[config.mk]
export PLATFORM = sky130hd
export DESIGN_NAME = dbuf_resync
export DESIGN_NICKNAME = d
export VERILOG_FILES = /design/src/rtl/dbr_pkg.sv /design/src/rtl/dbr_ctrl.sv /design/src/rtl/dbr_bank.sv /design/src/rtl/dbuf_resync.sv
export SDC_FILE = /design/constraint.sdc
export NUM_CORES = 1
export LEC_CHECK = 0
export ABC_AREA = 1
export BUFFER_PORTS_ARGS = -buffer_cell sky130_fd_sc_hd__buf_4
export CORE_ASPECT_RATIO = 1.1
export CORE_MARGIN = 8
export CORE_UTILIZATION = 40
export CTS_BUF_LIST = sky130_fd_sc_hd__clkbuf_16
export DETAILED_ROUTE_END_ITERATION = 10
export HOLD_SLACK_MARGIN = 0.03
export PLACE_DENSITY = 0.62
export SETUP_SLACK_MARGIN = 0.1
export SLEW_MARGIN = 5
export SYNTH_ARGS = -nofsm -noshare
export SYNTH_HDL_FRONTEND = slang
export SYNTH_SLANG_ARGS = --single-unit
[constraint.sdc]
create_clock -name clk -period 2.6 [get_ports clk]
set_input_delay 0.39 -clock clk [delete_from_list [all_inputs] [get_ports clk]]
set_output_delay 0.39 -clock clk [all_outputs]
set_load 0.01 [all_outputs]
[src/rtl/dbr_pkg.sv]
package dbr_pkg;
    typedef struct packed {
        logic lock;
        logic busy;
        logic pend;
        logic done;
    } dbr_flags_t;
endpackage

[src/rtl/dbr_ctrl.sv]
module dbr_ctrl
    import dbr_pkg::*;
#(
    parameter int DEPTH = 16,
    localparam int AW = $clog2(DEPTH)
) (
    input  logic          clk,
    input  logic          rst_n,
    input  logic          swap_req,
    output logic          lock,
    output logic          busy,
    output logic          done,
    output logic [AW-1:0] ptr
);
    localparam logic [AW-1:0] LAST = AW'(DEPTH - 1);

    typedef struct packed {
        dbr_flags_t    f;
        logic [AW-1:0] ptr;
    } ctrl_t;

    ctrl_t st_d, st_q;

    always_comb begin
        st_d        = st_q;
        st_d.f.done = 1'b0;
        if (st_q.f.busy) begin
            // walk one entry per clock; remember any switch request
            st_d.f.pend = st_q.f.pend | swap_req;
            st_d.ptr    = st_q.ptr + 1'b1;
            if (st_q.ptr == LAST) begin
                st_d.f.busy = 1'b0;
                st_d.f.done = 1'b1;
                st_d.ptr    = '0;
            end
        end else if (swap_req || st_q.f.pend) begin
            st_d.f.lock = ~st_q.f.lock;
            st_d.f.busy = 1'b1;
            st_d.f.pend = 1'b0;
            st_d.ptr    = '0;
        end
    end

    always_ff @(posedge clk) begin
        if (!rst_n) st_q <= '0;
        else        st_q <= st_d;
    end

    assign lock = st_q.f.lock;
    assign busy = st_q.f.busy;
    assign done = st_q.f.done;
    assign ptr  = st_q.ptr;
endmodule

[src/rtl/dbr_bank.sv]
module dbr_bank #(
    parameter int DEPTH = 16,
    parameter int DW    = 8,
    localparam int AW   = $clog2(DEPTH)
) (
    input  logic          clk,
    input  logic          rst_n,
    input  logic          a_en,
    input  logic [AW-1:0] a_addr,
    input  logic [DW-1:0] a_data,
    input  logic          b_en,
    input  logic [AW-1:0] b_addr,
    input  logic [DW-1:0] b_data,
    input  logic          mark_en,
    input  logic [AW-1:0] mark_addr,
    input  logic [AW-1:0] r_addr,
    output logic [DW-1:0] r_data,
    input  logic [AW-1:0] s_addr,
    output logic [DW-1:0] s_data,
    output logic          s_stale
);
    typedef struct {
        logic [DW-1:0]    data [DEPTH];
        logic [DEPTH-1:0] stale;
    } bank_t;

    bank_t st_d, st_q;

    always_comb begin
        st_d = st_q;
        if (a_en) begin
            st_d.data[a_addr]  = a_data;
            st_d.stale[a_addr] = 1'b0;
        end
        if (b_en) begin
            st_d.data[b_addr]  = b_data;
            st_d.stale[b_addr] = 1'b0;
        end
        if (mark_en) st_d.stale[mark_addr] = 1'b1;
    end

    always_ff @(posedge clk) begin
        if (!rst_n) begin
            st_q.data  <= '{default: '0};
            st_q.stale <= '0;
        end else begin
            st_q <= st_d;
        end
    end

    assign r_data  = st_q.data[r_addr];
    assign s_data  = st_q.data[s_addr];
    assign s_stale = st_q.stale[s_addr];
endmodule

[src/rtl/dbuf_resync.sv]
module dbuf_resync
    import dbr_pkg::*;
#(
    parameter int DEPTH = 16,
    parameter int DW    = 8,
    localparam int AW   = $clog2(DEPTH)
) (
    input  logic          clk,
    input  logic          rst_n,
    input  logic          wr_en,
    input  logic [AW-1:0] wr_addr,
    input  logic [DW-1:0] wr_data,
    input  logic          swap_req,
    input  logic [AW-1:0] rd_addr,
    output logic [DW-1:0] rd_data,
    output logic          lock_sel,
    output logic          busy,
    output logic          done
);
    logic          lock;
    logic [AW-1:0] ptr;
    logic [DW-1:0] r_data [2];
    logic [DW-1:0] s_data [2];
    logic [1:0]    s_stale;
    logic [DW-1:0] src_data;
    logic          copy_en;

    dbr_ctrl #(.DEPTH(DEPTH)) u_ctrl (
        .clk      (clk),
        .rst_n    (rst_n),
        .swap_req (swap_req),
        .lock     (lock),
        .busy     (busy),
        .done     (done),
        .ptr      (ptr)
    );

    assign src_data = s_data[lock];
    // a host write to the walked entry cancels its copy (write wins)
    assign copy_en  = busy && s_stale[~lock] && !(wr_en && (wr_addr == ptr));

    for (genvar b = 0; b < 2; b++) begin : g_bank
        logic is_unl;
        assign is_unl = (lock != 1'(b));

        dbr_bank #(.DEPTH(DEPTH), .DW(DW)) u_bank (
            .clk       (clk),
            .rst_n     (rst_n),
            .a_en      (wr_en && is_unl),
            .a_addr    (wr_addr),
            .a_data    (wr_data),
            .b_en      (copy_en && is_unl),
            .b_addr    (ptr),
            .b_data    (src_data),
            .mark_en   (wr_en && !is_unl),
            .mark_addr (wr_addr),
            .r_addr    (rd_addr),
            .r_data    (r_data[b]),
            .s_addr    (ptr),
            .s_data    (s_data[b]),
            .s_stale   (s_stale[b])
        );
    end

    assign rd_data  = r_data[lock];
    assign lock_sel = lock;
endmodule

======== Yosys cells after proc, flatten, opt, wreduce, memory -nomap -nowiden ========
Index checks and enable logic that the tools add are counted.
word-level totals
  output and inout port bits .............. 11
  register bits ........................... 296
  bits of input ports ..................... 20
operators by class
  equality and inequality tests ........... 2
  reduce and logical (&&, ||, !) cells .... 18
  bitwise logic cells ..................... 15
  add/sub/neg operators ................... 1
  order comparisons ....................... 11
  multiplexer cells ....................... 48
operators by type and width
  cell                                                               count
  2-to-1 mux 144 bit                                                 4
  bitwise mux 128 bit                                                4
  binary-select mux 8 bit (select 4 bit)                             4
  2-to-1 mux 8 bit                                                   16
  AND 16 bit                                                         4
  demux 8 bit (select 4 bit)                                         2
  2-to-1 mux 16 bit                                                  2
  NOT 16 bit                                                         2
  OR 16 bit                                                          2
  greater-or-equal comparator 5 bit, second input constant           3
  NOT 4 -> 5 bit                                                     3
  logical AND 1 bit                                                  12
  less-than comparator 4 x 5 -> 1 bit, second input constant         2
  less-than comparator 5 x 1 -> 1 bit, second input constant         2
  binary-select mux 1 bit (select 4 bit)                             2
  demux 1 bit (select 4 bit)                                         2
  greater-or-equal comparator 4 x 1 -> 1 bit, second input constant  2
  2-to-1 mux 4 bit                                                   2
  2-to-1 mux 1 bit                                                   7
  2-to-1 mux 5 bit                                                   1
  adder 4 x 1 -> 4 bit, second input constant                        1
  == test 4 bit                                                      1
  == test 4 bit, second input constant                               1
  2-to-1 mux 2 bit                                                   2
  other kinds (9)                                                    12

======== Depth between registers and ports, before layout ========
  word-level depth ........................ 11
  gate-level depth with buffers ........... 16

======== By module ========
A second synthesis with hierarchy kept.
unflattened totals
  cell total of the unflattened synthesis .. 3937
  area total of the unflattened synthesis .. 21566.9 sq um
by module, submodules not included
  module                        cells each  area each (sq um)  times used  seq. area each (sq um)
  dbr_bank at g_bank[0].u_bank  1905        10483.8            1           2882.8
  dbr_bank at g_bank[1].u_bank  1901        10378.7            1           2882.8
  dbr_ctrl                      48          369.1              1           160.2
  dbuf_resync                   83          335.3              1           0.0

======== Worst setup path after synthesis ========
Ideal clock, no wire load.
  kind .................................... flip-flop to flip-flop
  start point ............................. reg u_ctrl.st_q (netlist bit u_ctrl.ptr[0])
  end point ............................... reg g_bank[0].u_bank.st_q[136] in the netlist's numbering
  setup slack ............................. 570 ps
  arrival time ............................ 1920 ps
  cell stages (with the launch flop) ...... 13
  library setup time ...................... 110 ps
  data required time ...................... 2490 ps
  path buffers ............................ 3
  cell sequence ........................... dfxtp_1 > buf_2 > inv_2 > buf_4 > buf_2 > ha_1 > inv_1 > nor2_1 > inv_1 > nor3_2 > nand2_1 > nand2_1 > nor2_1
between the ends
  longest elaborated chain between the ends .. 9
  elaborated cells between the ends (all ways) .. 29
  those cells by class .................... 2 x order compare; 1 x eq/ne; 19 x mux; 1 x bitwise; 6 x reduce/logical
RTL lines
  element                                              line                            RTL
  start, declared                                      dbr_ctrl.sv:22                  ctrl_t st_d, st_q;
  start signal, assigned                               dbr_ctrl.sv:46                  else st_q <= st_d;
  NOT 4 -> 5 bit (not written as such)                 dbr_bank.sv:36, dbr_bank.sv:52
  binary-select mux 8 bit (select 4 bit)               dbr_bank.sv:52                  assign s_data = st_q.data[s_addr];
  2-to-1 mux 8 bit (not written as such) (2 in a row)  dbr_bank.sv:52
  2-to-1 mux 8 bit (not written as such) (3 in a row)  dbuf_resync.sv:38               assign src_data = s_data[lock];
  bitwise mux 128 bit                                  dbr_bank.sv:36                  st_d.data[b_addr] = b_data;
  2-to-1 mux 144 bit (*)                               dbr_bank.sv:35                  if (b_en) begin
  end signal, assigned                                 dbr_bank.sv:47                  st_q <= st_d;
  end, declared                                        dbr_bank.sv:27                  bank_t st_d, st_q;
Every way passes the cells marked *; elsewhere a longest branch is shown, timed or not. The select of a mux whose other input is x is not followed.
A chain may end at the register's enable or synchronous reset.

======== Final worst setup path ========
  start point ............................. reg g_bank[1].u_bank.st_q[26] in the netlist's numbering
  end point ............................... out rd_data[2]
between the ends
  longest elaborated chain between the ends .. 6
RTL lines
  element                                              line               RTL
  start, declared                                      dbr_bank.sv:27
  start signal, assigned                               dbr_bank.sv:47
  binary-select mux 8 bit (select 4 bit)               dbr_bank.sv:51     assign r_data = st_q.data[r_addr];
  2-to-1 mux 8 bit (not written as such) (2 in a row)  dbr_bank.sv:51
  2-to-1 mux 8 bit (not written as such) (3 in a row)  dbuf_resync.sv:65  assign rd_data = r_data[lock];
  end, declared                                        dbuf_resync.sv:15  output logic [DW-1:0] rd_data,
No other way between the ends. The select of a mux whose other input is x is not followed.

==> qor.txt <==
Die Area: 62500 um^2
Clock Skews: 22.2 ps
Fin crit share: 0.967
Non-Filler Instances: 4873
1st-pass router iterations: 6
F_max: 398 MHz
Synth Cell Area: 21900 um^2
Mapped Nets: 4085
Post-layout worst setup margin: 87.1 ps
Pre-CTS worst setup slack: -123 ps
Initial DRC Count: 3316
H-tree lvl count: 2
Fill cells: 6057
CTS tree: built
Vias in the first global route: 23.5k
IO Pins: 31
Crit start category: register
Max FO, Critical Path: 3
Syn avg cell area: 5.40 um^2
DR WL/cell: 21.2 um
First-pass GRT wire length: 151000 um
Register area share after synthesis: 0.270
Synth Register Bits: 296
DR DRC count: 0
Nets: 4139
Antenna Nets Post-Route: 0
Layout cells sized above 1: 0.101
Clk slew on worst S/H paths: 60 ps
Final Cell Area: 25800 um^2
Via count: 25.8k
Worst reg2reg setup slack: 140 ps
RSZ-0062 raised after global routing: true
Worst skew pair latency: 570 ps
Status: complete, no violations
Most frequent cells in the layout: nand2_1, inv_1, nor2_1
P&R area growth vs syn: 17.8%
Ys Warns: 0
Type of destination of the critical path: output pin
Slew headroom: 0.458
GPL Wtd Cong: 1.04
Max clock buf depth: 3
Worst EP arrival: 2120 ps
CTS Root Cell: clkbuf_16
Sink Count: 296
Count of cell types in the netlist: 29
Pwr dens: 500 nW/um^2
Leakage power: 0.0120 uW
Final Max Slew Viols: 0
Worst endpoint required time: 2210 ps
CTS Buf Count: 37
Most common cell after layout, fill and taps aside: nand2_1
Die W: 239 um
Die Span Y: 261 um
Ant diodes: 0
Critical path class: reg -> out
Overflow after GRT: 0
Core Footprint: 54500 um^2
Post-DP Area: 24100 um^2
Dpl cells: 4799
Total Wirelength: 103000 um
Worst VDD drop: 368 uV
Row count: 90
IO buf count: 30
Final Hold Vio Count: 0
Max-cap violations: 0
Min-Delay Path Class: in -> reg
Via density: 5.30
Mapped Cells: 4061
Initial antenna violation count: 0
Layout Utilization: 0.474
Setup violators final: 0
Tmin final: 2510 ps
HPWL after DPL: 73800 um
Total GRT Usage: 0.319
Largest net degree at the start of global routing: 80
Worst-margin pin slew: 807 ps
Initial Util: 0.402
[layer usage]
layer / vias up / wire length [um] / GRT usage
li1: 12500 / - / -
met3: 330 / 9990 / 0.0546
met2: 1444 / 44600 / 0.492
met1: 11600 / 41500 / 0.411
met4: 0 / 7270 / 0.201
met5: - / 0 / 0
[path summary, 6_finish.rpt]
check,from,end,cells after the start
setup / recovery,g_bank[1].u_bank.st_q[26]$_SDFF_PN0_,rd_data[2],7
hold reg to reg,u_ctrl.st_q[5]$_SDFFE_PN0P_,u_ctrl.st_q[5]$_SDFFE_PN0P_,2
hold / removal,swap_req,u_ctrl.st_q[5]$_SDFFE_PN0P_,3
setup reg to reg,u_ctrl.ptr[0]$_SDFFE_PN0P_,g_bank[1].u_bank.st_q[106]$_SDFF_PN0_,14
[critical path, stage by stage, from the launching register on]
cell and delay, ps:
dfxtp_1 320, o21ai_0 180, a21oi_1 130, a211oi_1 460
o21ai_2 110, nand2_1 90, nand2_2 110, buf_4 160
[stage by stage]
stage                     total power, uW  TNS [ps]  hold slack (ps)
after global routing                13200         0             96.2
after CTS                           12700         0             39.9
final                               12900         0             55.6
after detailed placement             7550     -8720              476
after global placement               7550     -5240              460
after floorplan                      6150         0              450
[cell families (layout without fill, tap and decap cells)]
| family | after synthesis | count (layout) | synth area share |
|---|---|---|---|
| buf+inv | 1008 | 1084 | 0.178 |
| compound gates | 682 | 682 | 0.172 |
| simple gates | 2069 | 2069 | 0.376 |
| flops | 296 | 296 | 0.270 |
| fa+ha+maj | 4 | 4 | 0.00228 |
| xor+xnor | 2 | 2 | 0.000800 |
[what timing repair did]
action                     4_1_cts  5_1_grt
setup endpoints to repair      193      246
pin swaps                        3       21
hold buffers                     0        0
buffers inserted                 6        3
gates cloned                     0        4
gates resized for setup         36      119
[registers in the layout (all words and copies together), names as in the netlist]
signal and cells:
u_ctrl.done 1, u_ctrl.busy 1, u_ctrl.lock 1, g_bank.u_bank.st_q 288, u_ctrl.st_q 1, u_ctrl.ptr 4
[cells in the mapped netlist]
cell type / n / area share
o22ai_1: 149 / 0.043
xor2_1: 2 / 0.00080
nor3_1: 2 / 0.00046
nand2_2: 23 / 0.0066
dfxtp_1: 296 / 0.27
nor3_4: 2 / 0.0015
nand2_1: 1448 / 0.25
o21ai_0: 304 / 0.069
inv_2: 10 / 0.0017
o211ai_1: 63 / 0.022
a211oi_1: 3 / 0.0010
nor2_1: 437 / 0.075
a21oi_1: 161 / 0.037
a31oi_1: 1 / 0.00029
nand3_4: 2 / 0.0016
nor3_2: 27 / 0.012
buf_2: 72 / 0.016
nor2_2: 1 / 0.00029
o221ai_1: 1 / 0.00040
buf_6: 1 / 0.00051
buf_4: 5 / 0.0017
nand4_1: 1 / 0.00029
buf_1: 23 / 0.0039
clkinv_1: 7 / 0.0012
nand3_1: 120 / 0.027
nor2_4: 6 / 0.0031
ha_1: 4 / 0.0023
clkbuf_1: 120 / 0.021
inv_1: 770 / 0.13
[area by class of cell]
type	instances	area, um^2	share of cell area
flip-flops and latches	296	5940	0.230
multi-input cells	2757	12400	0.480
repair buffers	236	2450	0.0948
well taps	736	921	0.0357
clock inverters	22	173	0.00669
inverters	787	2970	0.115
clock buffers	39	976	0.0378
[where the power goes]
| group | switching [uW] | internal [uW] |
|---|---|---|
| Combinational | 2200 | 889 |
| Sequential | 45.7 | 4590 |
| Clock | 2190 | 2980 |
Power figures use the tool's default switching activity.
